`src/rtl/tirq_pkg.sv`:
```
package tirq_pkg;
  localparam int NUM_SRC  = 6;   // compare A..D, overflow, underflow
  localparam int EN_W     = 5;   // compare A..D, shared over/underflow
  localparam int LVL_W    = 3;
  localparam int DATA_W   = NUM_SRC;
  localparam int REQ_BIT  = 3;   // request bit position in control reg

  typedef enum logic [1:0] {
    REG_STAT = 2'd0,
    REG_EN   = 2'd1,
    REG_CTL  = 2'd2,
    REG_NONE = 2'd3
  } reg_sel_e;
endpackage

```
`src/rtl/tirq_rst_sync.sv`:
```
module tirq_rst_sync #(
  parameter int STAGES = 2
) (
  input  logic clk,
  input  logic rst_n,
  output logic rst_sync_n
);
  logic [STAGES-1:0] sh_q;

  always_ff @(posedge clk or negedge rst_n) begin
    if (!rst_n) sh_q <= '0;
    else        sh_q <= {sh_q[STAGES-2:0], 1'b1};
  end

  assign rst_sync_n = sh_q[STAGES-1];
endmodule

```
`src/rtl/tirq_chan.sv`:
```
module tirq_chan
  import tirq_pkg::*;
(
  input  logic               clk,
  input  logic               rst_n,
  input  logic [NUM_SRC-1:0] evt,
  input  logic               wr_stat,
  input  logic               wr_en,
  input  logic               wr_ctl,
  input  logic [DATA_W-1:0]  wdata,
  output logic [NUM_SRC-1:0] flags,
  output logic [EN_W-1:0]    en,
  output logic [LVL_W-1:0]   lvl,
  output logic               pend
);
  logic [NUM_SRC-1:0] flags_q, flags_nxt, en_mask;
  logic [EN_W-1:0]    en_q, en_nxt;
  logic [LVL_W-1:0]   lvl_q, lvl_nxt;
  logic               stat_ce;

  // next state
  always_comb begin
    flags_nxt = flags_q;
    if (wr_stat) flags_nxt = flags_q & wdata[NUM_SRC-1:0];
    flags_nxt = flags_nxt | evt;           // hardware set wins
    stat_ce   = wr_stat | (|evt);
    en_nxt    = wr_en  ? wdata[EN_W-1:0]  : en_q;
    lvl_nxt   = wr_ctl ? wdata[LVL_W-1:0] : lvl_q;
  end

  // registers
  always_ff @(posedge clk or negedge rst_n) begin
    if (!rst_n) begin
      flags_q <= '0;
      en_q    <= '0;
      lvl_q   <= '0;
    end else begin
      if (stat_ce) flags_q <= flags_nxt;
      if (wr_en)   en_q    <= en_nxt;
      if (wr_ctl)  lvl_q   <= lvl_nxt;
    end
  end

  // the top enable bit covers both overflow and underflow
  assign en_mask = {en_q[EN_W-1], en_q};
  assign pend    = |(flags_q & en_mask);
  assign flags   = flags_q;
  assign en      = en_q;
  assign lvl     = lvl_q;
endmodule

```
`src/rtl/tirq_gate.sv`:
```
module tirq_gate
  import tirq_pkg::*;
(
  input  logic             pend,
  input  logic             glb_ie,
  input  logic [LVL_W-1:0] lvl,
  input  logic [LVL_W-1:0] ipl,
  output logic             req
);
  always_comb req = pend & glb_ie & (lvl > ipl);
endmodule

```
`src/rtl/tirq_combiner.sv`:
```
module tirq_combiner
  import tirq_pkg::*;
#(
  parameter int NUM_CH = 2,
  parameter int ADDR_W = 4
) (
  input  logic                      clk,
  input  logic                      rst_n,
  input  logic [NUM_CH*NUM_SRC-1:0] evt,
  input  logic                      bus_we,
  input  logic [ADDR_W-1:0]         bus_addr,
  input  logic [DATA_W-1:0]         bus_wdata,
  output logic [DATA_W-1:0]         bus_rdata,
  input  logic                      glb_ie,
  input  logic [LVL_W-1:0]          cpu_ipl,
  output logic [NUM_CH-1:0]         irq_req,
  output logic [NUM_CH*LVL_W-1:0]   irq_lvl
);
  localparam int CH_W = ADDR_W - 2;

  logic                      rst_sync_n;
  logic [CH_W-1:0]           sel_ch;
  reg_sel_e                  sel_reg;
  logic [NUM_CH*NUM_SRC-1:0] flags_flat;
  logic [NUM_CH*EN_W-1:0]    en_flat;
  logic [NUM_CH-1:0]         pend;

  tirq_rst_sync #(.STAGES(2)) u_rst (
    .clk(clk), .rst_n(rst_n), .rst_sync_n(rst_sync_n)
  );

  assign sel_ch  = bus_addr[ADDR_W-1:2];
  assign sel_reg = reg_sel_e'(bus_addr[1:0]);

  for (genvar c = 0; c < NUM_CH; c++) begin : g_ch
    logic hit;
    assign hit = bus_we && (sel_ch == CH_W'(c));

    tirq_chan u_chan (
      .clk     (clk),
      .rst_n   (rst_sync_n),
      .evt     (evt[c*NUM_SRC +: NUM_SRC]),
      .wr_stat (hit && sel_reg == REG_STAT),
      .wr_en   (hit && sel_reg == REG_EN),
      .wr_ctl  (hit && sel_reg == REG_CTL),
      .wdata   (bus_wdata),
      .flags   (flags_flat[c*NUM_SRC +: NUM_SRC]),
      .en      (en_flat[c*EN_W +: EN_W]),
      .lvl     (irq_lvl[c*LVL_W +: LVL_W]),
      .pend    (pend[c])
    );

    tirq_gate u_gate (
      .pend   (pend[c]),
      .glb_ie (glb_ie),
      .lvl    (irq_lvl[c*LVL_W +: LVL_W]),
      .ipl    (cpu_ipl),
      .req    (irq_req[c])
    );
  end

  // read mux
  always_comb begin
    bus_rdata = '0;
    for (int c = 0; c < NUM_CH; c++) begin
      if (sel_ch == CH_W'(c)) begin
        case (sel_reg)
          REG_STAT: bus_rdata = flags_flat[c*NUM_SRC +: NUM_SRC];
          REG_EN:   bus_rdata = DATA_W'(en_flat[c*EN_W +: EN_W]);
          REG_CTL:  begin
            bus_rdata                   = DATA_W'(irq_lvl[c*LVL_W +: LVL_W]);
            bus_rdata[REQ_BIT]          = pend[c];
          end
          default:  bus_rdata = '0;
        endcase
      end
    end
  end
endmodule

```
`config.mk`:
```
export PLATFORM = sky130hd
export DESIGN_NAME = tirq_combiner
export DESIGN_NICKNAME = d
export VERILOG_FILES = /design/src/rtl/tirq_pkg.sv /design/src/rtl/tirq_rst_sync.sv /design/src/rtl/tirq_chan.sv /design/src/rtl/tirq_gate.sv /design/src/rtl/tirq_combiner.sv
export SDC_FILE = /design/constraint.sdc
export NUM_CORES = 1
export LEC_CHECK = 0
export BUFFER_PORTS_ARGS = -buffer_cell sky130_fd_sc_hd__buf_4
export CAP_MARGIN = 10
export CORE_ASPECT_RATIO = 1.5
export CORE_MARGIN = 2
export CORE_UTILIZATION = 52
export DETAILED_ROUTE_END_ITERATION = 10
export GPL_TIMING_DRIVEN = 0
export PLACE_DENSITY = 0.79
export SLEW_MARGIN = 15
export SYNTH_ARGS = -nofsm -noshare
export SYNTH_HDL_FRONTEND = slang
export SYNTH_HIERARCHICAL = 1
export SYNTH_SLANG_ARGS = --single-unit
```
`constraint.sdc`:
```
create_clock -name clk -period 1.3 [get_ports clk]
set_input_delay 0 -clock clk [delete_from_list [all_inputs] [get_ports clk]]
set_output_delay 0 -clock clk [all_outputs]
set_load 0.02 [all_outputs]
```
==> parameters.txt <==
Parameter                              Value

Outcome
  Status    finished with violations
  Failing checks    negative setup slack

Drt
  DR vias    1,537
  Met1 Routed Length    1784 µm
  Post-detailed-route count of antenna-violating nets    0
  Number of DRC violations after detailed routing    0
  First-pass DRT Iterations    4
  Detailed-route vias per instance    5.735
  Routed wire length    roughly 4900 µm
  First-iteration detailed-routing DRC count    42
  Detailed route wirelength on metal2    around 2700 µm
  Top Layer Used    met4
  Wire length per cell    between 15 and 20 µm
  Amount of wire on met3 after detailed routing    ~180 µm

Worst setup path
  Cell with the biggest individual delay on the critical path    a2111oi_0
  Worst setup SP type    register
  Signal arrival time at the worst endpoint    between 1.5 and 2 ns
  Required time at the worst-slack endpoint    roughly 1.3 ns
  Critical path fanouts, max    3
  Capturing element type of the critical path    output pin
  Worst path top cell family by delay    compound AO/OA/AOI/OAI gates
  Sequence of cells on the critical path    nor2b_1, a2111oi_0, nor4_2, buf_4
  Critical Setup Path Class    register to output pin
  CP bufs+invs    1
  Critical Path Max Stage Delay    between 0.7 and 0.8 ns

Power
  Fraction of power consumed by sequential logic    0.408
  Clock network power share    0.257
  Internal power summed over all cells    between 2 and 2.5 mW
  P per Cell Area    approximately 1100 nW/µm²
  Net Sw Power    887.8 µW
  Share of power burned in combinational logic    0.335
  Leak Pwr    around 1.1 nW
  Worst vdd rail ir drop    ~940 µV
  Share of total power consumed by net switching    0.3066
  Total Power    just under 3 mW

STA
  Minimum clock period    1.813 ns
  Peak clock frequency supported by timing    551.7 MHz
  Worst slew pin tran    roughly 0.77 ns
  Pins over their slew limit    0
  Worst rel slew slack    0.4712
  Endpoints failing hold    0
  Total setup violations reported at the end of the flow    7
  Worst-case setup margin in the final layout    -0.5125 ns
  Final clock period utilization by the worst path    1.394
  Largest clock skew in the final design    between 0.007 and 0.008 ns
  Final sum of negative setup slack    -1.955 ns
  RSZ-0062 raised after global routing    yes

Finish
  Most frequent standard cell in the layout excluding fill and tap cells    buf_4
  Net count reported at finish    between 200 and 300
  Final core utilization    0.8218
  Number of standard cells in the final layout excluding fillers    approximately 270
  Signed area change from the synthesized netlist to the final layout    53.86%
  Fraction of final layout cells sized beyond drive strength 1    0.3991
  Commonest cells after routing, fill and taps aside    buf_4, dfrtp_1, dlygate4sd3_1
  Antenna diode count    0

Synthesis
  Synth warn    6
  Number of enable-type register cells in the synthesized netlist    0
  Synth cell types    29
  Register bit count reported by yosys    30
  Sequential cell area fraction in the yosys report    0.4539
  Synthesized net count    between 150 and 200
  Main flop type after synthesis    dfrtp_1
  Post-Synthesis Cells    between 100 and 150
  Post-synth design cell area    between 1500 and 2000 µm²
  Syn_area_per_cell    around 11 µm²
  FFs w/ async S/R, synth    1.000

Floorplanning
  Die ar.    roughly 3700 µm²
  Horizontal die dimension    roughly 50 µm
  I/O pin total    43
  Core Region    approximately 3100 µm²
  Die height    approximately 73 µm
  Initial standard-cell utilization of the core    0.5341
  Placement row count    25

Min path
  Worst hold path type    input pin to register

Placement
  Total placed cells including tap cells    228
  Last weighted congestion value of the routability-driven placer    a little over 0.8
  Minimum setup slack after placement    -0.3338 ns
  Number of buffers added on ports    about 40
  HPWL after DPL    3184 µm

Clock tree
  Clock Pin Slew Worst Setup and Hold Paths    0.06 ns
  Buffer depth of the longest clock path    2
  Cell at the root of the clock tree    clkbuf_8
  Clock latency on the worst-skew pair    slightly below 0.3 ns
  TritonCTS clock tree    built
  Clock buffer count from CTS    5
  Number of sinks on the clock net    30
  Number of H-tree levels    2

Global route
  Number of global-route vias before repair    roughly 1,500
  Initial antenna violation count    0
  All-layer global routing usage    0.2796
  Global-route wire length before repair    around 7300 µm
  Maximum number of pins on one net before global-route repair    29
  Total gr overflow    0

Run
  Number of max-capacitance violations reported    0
-- registers in the layout, indices dropped and copies added, names as in the netlist --
signal             flops
g_ch.u_chan/flags     12
g_ch.u_chan/lvl        6
g_ch.u_chan/en        10
u_rst/sh_q             2
-- power groups by stage --
stage | clock [mW] | combinational, mW | sequential, mW
floorplan | 0 | 0.383 | 1.22
global placement | 0 | 0.675 | 1.20
detailed placement | 0 | 0.706 | 1.21
CTS | 0.758 | 0.898 | 1.18
global route | 0.799 | 1.03 | 1.20
finish | 0.744 | 0.969 | 1.18
-- stage by stage --
stage / hold slack [ns] / area (µm²)
after floorplan: -0.2956 / 1713
after global placement: -0.2178 / 2071
after detailed placement: -0.2160 / 2071
after CTS: 0.01657 / 2484
after global routing: 0.04859 / 2545
final: 0.03152 / 2545
-- timing repair --
item | CTS | global route
endpoints found under the setup margin | 17 | 19
pin swaps | 6 | 2
endpoints found under the hold margin | 27 | 0
hold buffers | 18 | 0
buffers inserted | 10 | 5
resized for setup | 16 | 6
-- cell usage after synthesis (all sizes together) (2+ instances only) --
cell type	count	share of area
a2111oi	4	0.021
a211oi	4	0.018
a21o	12	0.054
a22oi	4	0.018
a311oi	2	0.011
buf	3	0.013
clkbuf	2	0.0053
dfrtp	30	0.45
ha	6	0.045
inv	6	0.014
mux2	16	0.11
mux2i	5	0.030
nand2b	14	0.053
nand3	2	0.0061
nor2	6	0.014
nor2b	10	0.038
nor3	2	0.0061
nor4	5	0.019
o21a	4	0.018
o21ai	2	0.0061
o311ai	2	0.011
-- layout make-up --
cell class / instances / area [µm²]
timing repair buffer: 74 / 600.6
multi-input combinational: 106 / 1002
tap: 40 / 50.05
buffer: 5 / 30.03
inverter: 6 / 22.52
fill: 174 / 551.8
sequential: 30 / 753.2
clock buffer: 7 / 86.33
-- logic make-up (layout without fill, tap and decap cells) --
kind of cell | Yosys count | count (layout) | share of synthesized area
simple gates | 43 | 43 | 0.1543
compound gates | 34 | 34 | 0.1573
flops | 30 | 30 | 0.4539
mux | 22 | 22 | 0.1551
buf+inv | 11 | 92 | 0.03176
fa+ha+maj | 6 | 6 | 0.04538
other cells | 1 | 1 | 0.002267
-- final timing paths --
| path | from | end | slack [ns] | cells past startpoint |
|---|---|---|---|---|
| max reg2reg | g_ch[0].u_chan/lvl[1]$_DFFE_PN0P_ | g_ch[0].u_chan/lvl[1]$_DFFE_PN0P_ | 0.34 | 2 |
| max | g_ch[0].u_chan/flags[3]$_DFFE_PN0P_ | bus_rdata[3] | -0.51 | 4 |
| min in group asynchronous | rst_n | u_rst/sh_q[0]$_DFF_PN0_ | 0.04 | 2 |
| max in group asynchronous | u_rst/sh_q[1]$_DFF_PN0_ | g_ch[0].u_chan/lvl[1]$_DFFE_PN0P_ | 0.58 | 0 |
| min | bus_wdata[5] | g_ch[1].u_chan/flags[5]$_DFFE_PN0P_ | 0.03 | 3 |
| min reg2reg | u_rst/sh_q[1]$_DFF_PN0_ | g_ch[1].u_chan/flags[2]$_DFFE_PN0P_ | 0.28 | 0 |
-- tightest hold or removal path: stages --
cell and delay [ns]:
buf_4 0.08, nand2b_1 0.09, a21o_1 0.11
-- per-layer routing --
metal,up-vias,global-route usage
met4,0,0.1481
met1,768,0.2953
met2,53,0.5161
met3,13,0.04918
met5,-,0
li1,703,-
(Power assumes the default switching activity.)
